==> config.mk <==
export PLATFORM = sky130hd
export DESIGN_NAME = ddr4CaEncoder
export DESIGN_NICKNAME = d
export VERILOG_FILES = /design/src/rtl/ddrCaPkg.sv /design/src/rtl/caCtrl.sv /design/src/rtl/caDatapath.sv /design/src/rtl/ddr4CaEncoder.sv
export SDC_FILE = /design/constraint.sdc
export NUM_CORES = 1
export LEC_CHECK = 0
export ABC_AREA = 1
export BUFFER_PORTS_ARGS = -buffer_cell sky130_fd_sc_hd__buf_2
export CORE_MARGIN = 8
export CORE_UTILIZATION = 37
export DETAILED_ROUTE_END_ITERATION = 12
export GPL_TIMING_DRIVEN = 0
export HOLD_SLACK_MARGIN = 0.08
export PLACE_DENSITY = 0.74
export SLEW_MARGIN = 20
export SYNTH_ARGS = -nofsm -noshare
export SYNTH_HDL_FRONTEND = slang
export SYNTH_HIERARCHICAL = 1
export SYNTH_SLANG_ARGS = --single-unit
==> constraint.sdc <==
create_clock -name clk -period 0.8 [get_ports clk]
set_clock_uncertainty 0.15 [all_clocks]
set_input_delay 0.08 -clock clk [delete_from_list [all_inputs] [get_ports clk]]
set_output_delay 0.08 -clock clk [all_outputs]
set_load 0.005 [all_outputs]
==> src/rtl/ddrCaPkg.sv <==
`timescale 1ns/1ps
package ddrCaPkg;

  typedef enum logic [2:0] {
    CMD_DES = 3'd0,
    CMD_NOP = 3'd1,
    CMD_ACT = 3'd2,
    CMD_RD  = 3'd3,
    CMD_WR  = 3'd4,
    CMD_PRE = 3'd5,
    CMD_REF = 3'd6,
    CMD_MRS = 3'd7
  } caCmdE;

  // {RAS,CAS,WE} codes placed on the top three address pins
  localparam logic [2:0] PIN_MRS = 3'b000;
  localparam logic [2:0] PIN_REF = 3'b001;
  localparam logic [2:0] PIN_PRE = 3'b010;
  localparam logic [2:0] PIN_WR  = 3'b100;
  localparam logic [2:0] PIN_RD  = 3'b101;
  localparam logic [2:0] PIN_NOP = 3'b111;

  // strobes from decode control to the pin datapath
  typedef struct packed {
    logic       selLow;   // chip select active this cycle
    logic       actLow;   // activate pin active
    logic [2:0] pinCode;  // command code for top address pins
    logic       rowMode;  // address pins carry the row
    logic       colMode;  // column plus option bits
    logic       bankEn;   // bank group / bank pins driven
    logic       mrsMode;  // opcode on low address pins
    logic       preMode;  // all-bank flag on option pin
  } caStrobeT;

endpackage

==> src/rtl/caCtrl.sv <==
`timescale 1ns/1ps
module caCtrl
  import ddrCaPkg::*;
(
  input  logic [2:0] cmdIn,
  output caStrobeT   strobe
);

  caCmdE cmd;
  assign cmd = caCmdE'(cmdIn);

  always_comb begin
    strobe = '0;
    unique case (cmd)
      CMD_DES: strobe = '0;
      CMD_NOP: begin
        strobe.selLow  = 1'b1;
        strobe.pinCode = PIN_NOP;
      end
      CMD_ACT: begin
        strobe.selLow  = 1'b1;
        strobe.actLow  = 1'b1;
        strobe.rowMode = 1'b1;
        strobe.bankEn  = 1'b1;
      end
      CMD_RD: begin
        strobe.selLow  = 1'b1;
        strobe.pinCode = PIN_RD;
        strobe.colMode = 1'b1;
        strobe.bankEn  = 1'b1;
      end
      CMD_WR: begin
        strobe.selLow  = 1'b1;
        strobe.pinCode = PIN_WR;
        strobe.colMode = 1'b1;
        strobe.bankEn  = 1'b1;
      end
      CMD_PRE: begin
        strobe.selLow  = 1'b1;
        strobe.pinCode = PIN_PRE;
        strobe.preMode = 1'b1;
        strobe.bankEn  = 1'b1;
      end
      CMD_REF: begin
        strobe.selLow  = 1'b1;
        strobe.pinCode = PIN_REF;
      end
      CMD_MRS: begin
        strobe.selLow  = 1'b1;
        strobe.pinCode = PIN_MRS;
        strobe.mrsMode = 1'b1;
        strobe.bankEn  = 1'b1;
      end
      default: strobe = '0;
    endcase
  end

endmodule

==> src/rtl/caDatapath.sv <==
`timescale 1ns/1ps
module caDatapath
  import ddrCaPkg::*;
#(
  parameter int ADDR_W   = 17,
  parameter int COL_W    = 10,
  parameter int BG_W     = 2,
  parameter int BA_W     = 2,
  parameter int AP_BIT   = 10,
  parameter int BC_BIT   = 12,
  parameter int MRS_OP_W = 14
) (
  input  logic              clk,
  input  logic              rst_n,
  input  caStrobeT          strobe,
  input  logic [ADDR_W-1:0] rowIn,
  input  logic [COL_W-1:0]  colIn,
  input  logic [BG_W-1:0]   bgIn,
  input  logic [BA_W-1:0]   baIn,
  input  logic              autoPreIn,
  input  logic              chopIn,
  input  logic              otfEnIn,
  input  logic              allBanksIn,
  output logic              csN,
  output logic              actN,
  output logic [ADDR_W-1:0] addrOut,
  output logic [BG_W-1:0]   bgOut,
  output logic [BA_W-1:0]   baOut
);

  localparam int CODE_W   = 3;
  localparam int CODE_LSB = ADDR_W - CODE_W;

  logic [ADDR_W-1:0] nextAddr;
  logic [BG_W-1:0]   nextBg;
  logic [BA_W-1:0]   nextBa;
  logic              burstPin;

  // BC4 is signalled low only while on-the-fly length is enabled
  assign burstPin = otfEnIn ? ~chopIn : 1'b1;

  always_comb begin
    nextAddr = '0;
    if (strobe.rowMode) begin
      nextAddr = rowIn;
    end else begin
      if (strobe.selLow)
        nextAddr[ADDR_W-1:CODE_LSB] = strobe.pinCode;
      if (strobe.colMode) begin
        nextAddr[COL_W-1:0] = colIn;
        nextAddr[AP_BIT]    = autoPreIn;
        nextAddr[BC_BIT]    = burstPin;
      end
      if (strobe.preMode)
        nextAddr[AP_BIT] = allBanksIn;
      if (strobe.mrsMode)
        nextAddr[MRS_OP_W-1:0] = rowIn[MRS_OP_W-1:0];
    end
  end

  assign nextBg = strobe.bankEn ? bgIn : '0;
  assign nextBa = strobe.bankEn ? baIn : '0;

  always_ff @(posedge clk or negedge rst_n) begin
    if (!rst_n) begin
      csN     <= 1'b1;
      actN    <= 1'b1;
      addrOut <= '0;
      bgOut   <= '0;
      baOut   <= '0;
    end else begin
      csN     <= ~strobe.selLow;
      actN    <= ~strobe.actLow;
      addrOut <= nextAddr;
      bgOut   <= nextBg;
      baOut   <= nextBa;
    end
  end

endmodule

==> src/rtl/ddr4CaEncoder.sv <==
`timescale 1ns/1ps
module ddr4CaEncoder
  import ddrCaPkg::*;
#(
  parameter int ADDR_W = 17,
  parameter int COL_W  = 10,
  parameter int BG_W   = 2,
  parameter int BA_W   = 2
) (
  input  logic              clk,
  input  logic              rst_n,
  input  logic [2:0]        cmdIn,
  input  logic [BG_W-1:0]   bgIn,
  input  logic [BA_W-1:0]   baIn,
  input  logic [ADDR_W-1:0] rowIn,
  input  logic [COL_W-1:0]  colIn,
  input  logic              autoPreIn,
  input  logic              chopIn,
  input  logic              otfEnIn,
  input  logic              allBanksIn,
  output logic              csN,
  output logic              actN,
  output logic [ADDR_W-1:0] addrOut,
  output logic [BG_W-1:0]   bgOut,
  output logic [BA_W-1:0]   baOut
);

  caStrobeT strobe;

  caCtrl uCtrl (
    .cmdIn  (cmdIn),
    .strobe (strobe)
  );

  caDatapath #(
    .ADDR_W (ADDR_W),
    .COL_W  (COL_W),
    .BG_W   (BG_W),
    .BA_W   (BA_W)
  ) uPath (
    .clk        (clk),
    .rst_n      (rst_n),
    .strobe     (strobe),
    .rowIn      (rowIn),
    .colIn      (colIn),
    .bgIn       (bgIn),
    .baIn       (baIn),
    .autoPreIn  (autoPreIn),
    .chopIn     (chopIn),
    .otfEnIn    (otfEnIn),
    .allBanksIn (allBanksIn),
    .csN        (csN),
    .actN       (actN),
    .addrOut    (addrOut),
    .bgOut      (bgOut),
    .baOut      (baOut)
  );

endmodule

==> reports/metrics.yaml, run 1 <==
drive_gt1_share_pct: 41.7
fp.dieH_um: 67.7
yosysWarnings: 6
drv_cap: 0
tightest_slew_ns: 0.305
cp.arrival_ns: 0.94
p_leak_nw: 1.07
yosysMostFrequentCell: "nand2_1"
crit_required_ns: 0.57
irDropWorstVdd_uv: 885
core_mm2: 0.00250
hold_class: "primary input to flop"
drv_slew: 0
crit_fanout: 1
synthCells: 117
ctsRootBufferMaster: "clkbuf_4"
drtIter0Drc: 39
cp_cell_sequence: "buf_6"
crit_path_top_delay_cell: "dfstp_2"
path_delay_family: "flip-flops"
status: "finished, violations left"
rows: 18
hpwl_mm: 2.21
slew_headroom_pct: 79.7
synth_area_um2: 988
start_kind: "flop"
wirelength_mm: 3.53
drt_pass1_iterations: 4
holdWs_ns: -0.0846
path_depth: 1
start_util_pct: 39.5
power_mw: 2.46
cts_tree: "built"
period_needed_ns: 1.17
vias: 1141
yosysSeqAreaShare_pct: 58.5
drc_errors: 0
yosysUniqueCellTypes: 11
gr-total-overflow: 0
synth_top_area_share_pct: 53.2
fmax_mhz: 852
gp_congestion: 0.807
grt_pass1_wl_mm: 4.97
antenna_found_initial: 0
rsz0062_at_grt: "true"
cts_max_path_buffers: 2
crit_path_max_incr_delay_ns: 0.55
violations: "negative hold slack, negative setup slack"
die-area_mm2: 0.00458
die_width_um: 67.7
fin_nets: 259
cts-buffers-inserted: 3
postSynthAreaPerCell_um2: 8.45
yosys.area.top_type: "dfrtp_1"
wire_per_inst_um: 14.2
synth-edff-count: 0
grt_usage_pct: 14.3
synth_area_leaders: "dfrtp_1, nand2_1, nand3_1, dfstp_2, inv_1"
timing.final.hold_violations: 3
critPathLaunch: "uPath/csN$_DFF_PN1_"
crit_buf_inv: 1
clock_sinks: 23
ant_nets: 0
port_buffers: 61
ys_ff_latch: 23
crit_end: "csN"
crit_path_end_kind: "output port"
area_growth_pct: 87.6
synthArstFlopShare_pct: 100
syn-num-nets: 157
h-tree-depth: 1
synthFlopType: "dfrtp_1"
grt_max_degree: 24
setup_ws_ns: -0.374
critPathKind: "flop to output port"
setup_tns_ns: -5.82
synth_commonest_cells: "nand2_1, dfrtp_1, nand3_1"
drt-vias-per-instance: 4.58
grt_pass1_vias: 1176
ioPinCount: 63
clk_pin_slew_worst_paths_ns: 0.12
pwr_density_cell_mw_per_mm2: 1320
final-setup-viol-count: 25
final.period_utilization_pct: 147
fill_cells: 171
## worst min path at each step
stage                    start                           to  slack (ns)  cells past startpoint
floorplan                rst_n   uPath/addrOut[0]$_DFF_PN0_       -0.37                      0
global placement         rst_n  uPath/addrOut[14]$_DFF_PN0_       -0.09                      1
detailed placement       rst_n     uPath/baOut[0]$_DFF_PN0_       -0.08                      1
CTS                   colIn[9]   uPath/addrOut[9]$_DFF_PN0_       -0.12                      3
global route        allBanksIn  uPath/addrOut[10]$_DFF_PN0_       -0.08                      5
finish              allBanksIn  uPath/addrOut[10]$_DFF_PN0_       -0.08                      5
## sequential cells by signal, indices dropped and copies added (netlist names)
signal         flops
uPath/addrOut     17
uPath/actN         1
uPath/csN          1
uPath/baOut        2
uPath/bgOut        2
## layout make-up
cell class              count  area (um2)  area share (%)
clock buffers               4        26.3            1.42
flip-flops and latches     23         578            31.2
repair buffers             98         722            38.9
inverters                  15        65.1            3.51
plain buffers               4        48.8            2.63
diodes                      1        2.50           0.135
well taps                  30        37.5            2.02
multi-input cells          74         374            20.2
## layout by cell type (no fill, tap or decap)
cell type / Yosys / routed
inv_4: 0 / 2
nand3_1: 19 / 13
buf_6: 2 / 6
buf_4: 2 / 5
dfrtp_1: 21 / 21
diode_2: 0 / 1
clkbuf_1: 0 / 1
dfstp_2: 2 / 2
nand2_4: 0 / 2
nand2_1: 47 / 41
buf_2: 0 / 52
nor2_2: 0 / 1
dlymetal6s4s_1: 0 / 2
nor2_4: 1 / 2
nor2_1: 7 / 5
nand3_2: 0 / 6
inv_1: 14 / 12
buf_8: 0 / 3
nand2_2: 0 / 4
clkbuf_4: 1 / 5
clkinvlp_4: 0 / 1
dlygate4sd3_1: 0 / 32
## power breakdown
group / internal, mW / switching (mW) / leakage, nW
Sequential: 1.25 / 0.0212 / 0.294
Clock: 0.195 / 0.338 / 0.0150
Combinational: 0.358 / 0.294 / 0.760
## per-stage QoR
stage	utilization, %	cells	setup WS, ns	instance area, um2	hold slack (ns)
finish	74.2	249	-0.374	1850	-0.0846
global placement	54.9	208	-0.449	1370	-0.0895
global route	74.1	248	-0.404	1850	-0.0786
floorplan	-	117	-0.186	1030	-0.366
detailed placement	54.9	208	-0.502	1370	-0.0754
CTS	70.7	248	-0.385	1770	-0.124
## cell families after synthesis
family,after synthesis,synth area share [%]
simple gates,74,31.3
flops,23,58.5
buf+inv,20,10.3
## worst min-delay path, delay by kind of cell
kind,cells,cell delay (ns)
and+or+nand+nor,3,0.17
buffers and inverters,2,0.10
## layer usage
layer,global-route usage [%],up-vias,share of wire (%)
li1,-,555,-
met1,13.4,524,34
met2,27.2,50,57
met3,2.15,12,6.0
met4,10.2,0,2.9
met5,0,-,0
## repair_timing
item                       4_1_cts  5_1_grt
hold buffers                    33        1
setup endpoints to repair       35       59
cloned                           1        1
hold endpoints to repair        46        8
pin swaps                        5        8
buffers inserted                 3        3
gates resized for setup          5       22
No activity file was read; power rests on OpenSTA's default activity.
==> run 2, diff against run 1 <==
CORE_UTILIZATION = 44   (was 37)
PLACE_DENSITY = 0.83   (was 0.74)
SETUP_SLACK_MARGIN = 0.1   (was default)
clock period = 1.38 ns   (was 0.8 ns; I/O delays follow)
==> run 2 against run 1 <==
The flow now finishes without violations. Flip-flop and latch count unchanged. Global-route usage increased by 2.2 points. Sequential share of layout area up 2.1 points. Non-clock buffer count up 2. Clock power fell by 43%. Design area down 6.3%. Worst hold slack better by 0.17 ns. First-iteration DRC count down 10%. Critical path depth stayed put.
==> reports/metrics.yaml, run 2 (same netlist as run 1, synthesis figures left out) <==
grt_max_degree: 24
port_buffers: 61
grt_usage_pct: 16.5
clkPwrFrac_pct: 22.0
drt-vias-per-instance: 4.64
p_leak_nw: 1.03
top_regs: "uPath/addrOut (17), uPath/baOut (2), uPath/bgOut (2)"
fin_cells: 248
clock_sinks: 23
dp_cells: 206
cp.arrival_ns: 0.94
gr-total-overflow: 0
fill_cells: 140
fmax_mhz: 816
power_frac_comb_pct: 24.5
hpwl_mm: 2.10
gr-max-usage-layer: "met2"
use_met1_pct: 14.2
hold_class: "primary input to flop"
ctsRootBufferMaster: "clkbuf_4"
final_cell_mix: "buf_2, nand2_1, dlygate4sd3_1, dfrtp_1, nand3_1"
slew_headroom_pct: 69.0
fin_nets: 261
final-setup-viol-count: 0
die-area_mm2: 0.00402
cts_tree: "built"
multiInputGateArea_um2: 312
cp_cell_sequence: "buf_2"
critPathKind: "flop to output port"
switching_share_pct: 25.7
drive_gt1_share_pct: 33.6
drc_errors: 0
antenna_cells: 0
wirelength_mm: 3.32
drt_pass1_iterations: 4
seqPwrFrac_pct: 53.6
antenna_found_initial: 0
area_growth_pct: 75.8
h-tree-depth: 1
crit_path_top_delay_cell: "dfstp_2"
cts_max_path_buffers: 2
ioPinCount: 63
rsz0062_at_grt: "false"
drv_slew: 0
grt_pass1_vias: 1215
start_util_pct: 45.6
crit_path_max_incr_delay_ns: 0.53
die_width_um: 63.4
post_cts_buffers: 0
cts-buffers-inserted: 3
crit_fanout: 1
irDropWorstVdd_uv: 576
drtIter0Drc: 35
pwr_density_cell_mw_per_mm2: 791
start_kind: "flop"
clk_pin_slew_worst_paths_ns: 0.12
final_common_cell: "buf_2"
internal_power_mw: 1.02
gp_congestion: 0.840
seq_area_um2: 578
grt_pass1_wl_mm: 5.35
largest_reg_flops: 17
tightest_slew_ns: 0.466
met3_usage_pct: 3.89
met2_usage_pct: 33.3
crit_required_ns: 1.09
period_needed_ns: 1.23
vias: 1150
ant_nets: 0
regMostFlops: "uPath/addrOut"
final.period_utilization_pct: 88.8
rows: 17
postLayoutCoreUtil_pct: 80.1
drv_cap: 0
status: "completed"
crit_path_end_kind: "output port"
crit_buf_inv: 1
path_delay_family: "flip-flops"
timing.final.hold_violations: 0
core_mm2: 0.00217
wire_per_inst_um: 13.4
fp.dieH_um: 63.4
p_sw_uw: 353
-- run 2: timing repair --
| item | in CTS | in global routing |
|---|---|---|
| hold buffers | 38 | 0 |
| endpoints found under the setup margin | 0 | 10 |
| resized for setup | 0 | 1 |
| hold endpoints to repair | 45 | 0 |
-- run 2: final timing paths --
kind	start	to	slack, ns	cells after the start
worst max-delay path	uPath/csN$_DFF_PN1_	csN	0.15	1
worst min-delay path	cmdIn[0]	uPath/addrOut[15]$_DFF_PN0_	0.08	4
max in group asynchronous	rst_n	uPath/actN$_DFF_PN1_	0.59	2
min in group asynchronous	rst_n	uPath/addrOut[14]$_DFF_PN0_	0.15	2
-- run 2: cell type report --
cell class | instances | share of cell area (%)
repair buffers | 99 | 39.5
flip-flops and latches | 23 | 33.3
multi-input cells | 74 | 17.9
inverters | 15 | 3.24
plain buffers | 5 | 2.59
well taps | 28 | 2.02
clock buffers | 4 | 1.51
-- run 2: metal layers --
layer  share of wire (%)  up-vias
li1                    -      555
met1                  34      541
met2                  59       46
met3                 5.2        8
met4                 2.2        0
met5                   0        -
-- run 2: metrics by stage --
step | power (mW) | instance area, um2 | hold slack, ns | worst slack (ns) | setup TNS (ns)
2_1_floorplan | 0.855 | 988 | -0.308 | 0.145 | 0
3_3_place_gp | 0.984 | 1330 | -0.0332 | -0.0973 | -0.912
3_5_place_dp | 0.994 | 1330 | -0.0320 | -0.159 | -1.60
4_1_cts | 1.36 | 1740 | 0.0900 | 0.160 | 0
5_1_grt | 1.45 | 1740 | 0.0908 | 0.118 | 0
6_report | 1.37 | 1740 | 0.0837 | 0.154 | 0
-- run 2: power by group through the flow --
stage	clock, mW	combinational, mW	sequential (mW)
2_1_floorplan	0	0.0968	0.758
3_3_place_gp	0	0.237	0.747
3_5_place_dp	0	0.246	0.748
4_1_cts	0.296	0.329	0.735
5_1_grt	0.335	0.371	0.741
6_report	0.302	0.336	0.736
==> run 3, diff against run 2 <==
CORE_UTILIZATION = 37   (was 44)
PLACE_DENSITY = 0.74   (was 0.83)
clock period = 1.1 ns   (was 1.38 ns; I/O delays follow)
==> run 3 against run 2 <==
The flow now finishes with violations (negative hold slack, negative setup slack). Non-clock buffer count shrank 1. Sequential power grew 25%. Utilization shrank 9.2 points. Count of clock-buffer cells in the layout shrank 1. Wire length is essentially flat. Total power grew 25%. Critical path type unchanged. Critical path depth is the same. Cell count grew 0.81%. Sequential share of layout area shrank 0.63 points. Via count shrank 3.4%. Combinational power grew 28%. Design area grew 1.9%.
==> reports/metrics.yaml, run 3 (same netlist as run 1, synthesis figures left out) <==
rsz0062_at_grt: "true"
ctsRootBufferMaster: "clkbuf_4"
p_leak_nw: 1.04
grt_max_degree: 24
die-area_mm2: 0.00458
period_needed_ns: 1.18
wirelength_mm: 3.32
gp_congestion: 0.817
holdBufCountCts: 36
whs_path_depth: 4
power_frac_comb_pct: 25.0
start_kind: "flop"
drt_pass1_iterations: 7
drtIter0Drc: 37
wire_per_inst_um: 13.3
grt_pass1_wl_mm: 5.11
final.period_utilization_pct: 107
gr-total-overflow: 0
violations: "negative hold slack, negative setup slack"
grt_pass1_vias: 1148
cts_tree: "built"
port_buffers: 61
antenna_found_initial: 0
ioPinCount: 63
core_mm2: 0.00250
crit_path_top_delay_cell: "dfstp_2"
largest_reg_flops: 17
drv_slew: 0
holdWs_ns: -0.0176
crit_required_ns: 0.84
cp.arrival_ns: 0.92
switching_share_pct: 25.6
die_width_um: 67.7
clk_pin_slew_worst_paths_ns: 0.11
cts-buffers-inserted: 3
fill_cells: 198
fmax_mhz: 847
hpwl_mm: 2.24
vias: 1111
clkPwrFrac_pct: 21.4
clock_sinks: 23
crit_fanout: 1
path_delay_family: "flip-flops"
seqPwrFrac_pct: 53.6
pre_cts_slack_ns: -0.215
top_regs: "uPath/addrOut (17), uPath/baOut (2), uPath/bgOut (2)"
regMostFlops: "uPath/addrOut"
drive_gt1_share_pct: 36.5
p_sw_uw: 440
fin_nets: 260
h-tree-depth: 1
drt-vias-per-instance: 4.44
fp.dieH_um: 67.7
final-setup-viol-count: 2
grt_usage_pct: 14.8
irDropWorstVdd_uv: 660
cp_cell_sequence: "buf_6"
seq_area_um2: 578
tightest_slew_ns: 0.488
critPathKind: "flop to output port"
drv_cap: 0
dpl_cell_area_mm2: 0.00136
crit_path_end_kind: "output port"
pwr_density_cell_mw_per_mm2: 972
drc_errors: 0
setup_ws_ns: -0.0804
crit_buf_inv: 1
final_cell_mix: "buf_2, nand2_1, dlygate4sd3_1, dfrtp_1, nand3_1"
cts_max_path_buffers: 2
path_depth: 1
final_area_mm2: 0.00177
crit_path_max_incr_delay_ns: 0.54
internal_power_mw: 1.28
final_common_cell: "buf_2"
slew_headroom_pct: 67.5
start_util_pct: 39.5
status: "finished, violations left"
area_growth_pct: 79.2
ant_nets: 0
multiInputGateArea_um2: 327
rows: 18
hold_class: "primary input to flop"
timing.final.hold_violations: 2
==> run 3: power by group through the flow <==
| stage | sequential, mW | clock (mW) | combinational (mW) |
|---|---|---|---|
| 3_5_place_dp | 0.940 | 0 | 0.323 |
| 4_1_cts | 0.924 | 0.397 | 0.423 |
| 2_1_floorplan | 0.951 | 0 | 0.132 |
| 5_1_grt | 0.929 | 0.421 | 0.476 |
| 3_3_place_gp | 0.937 | 0 | 0.313 |
| 6_report | 0.923 | 0.368 | 0.430 |
==> run 3: area by class of cell <==
type | count | area share (%)
antenna | 1 | 0.141
multi-input combinational | 74 | 18.4
timing repair buffer | 98 | 38.8
buffer | 5 | 2.75
clock buffer | 3 | 1.27
tap | 30 | 2.12
clock inverter | 1 | 0.282
sequential | 23 | 32.6
inverter | 15 | 3.53
==> run 3: repair_timing <==
item	CTS	global route
resized for setup	1	3
endpoints found under the hold margin	46	5
setup buffers	0	1
endpoints found under the setup margin	23	33
pin swaps	0	1
==> run 3: through the flow <==
stage	setup TNS, ns	total power, mW	cells	util (%)	hold WS, ns
global route	-0.365	1.83	249	70.8	-0.0116
global placement	-1.79	1.25	208	54.4	-0.0595
finish	-0.159	1.72	250	70.9	-0.0176
CTS	-0.216	1.74	248	70.1	-0.0449
detailed placement	-2.42	1.26	208	54.4	-0.0482
floorplan	0	1.08	117	-	-0.336
==> run 3: final timing paths <==
kind / to / slack, ns / start
max in group asynchronous: uPath/csN$_DFF_PN1_ / 0.30 / rst_n
setup / recovery: csN / -0.08 / uPath/csN$_DFF_PN1_
min in group asynchronous: uPath/addrOut[10]$_DFF_PN0_ / 0.13 / rst_n
hold / removal: uPath/addrOut[15]$_DFF_PN0_ / -0.02 / cmdIn[1]
==> run 3: per-layer routing <==
metal / vias up / global-route usage [%] / share of wire (%)
met2: 34 / 29.7 / 59
met5: - / 0 / 0
met1: 509 / 12.8 / 33
li1: 560 / - / -
met3: 8 / 2.98 / 5.2
met4: 0 / 9.40 / 2.9
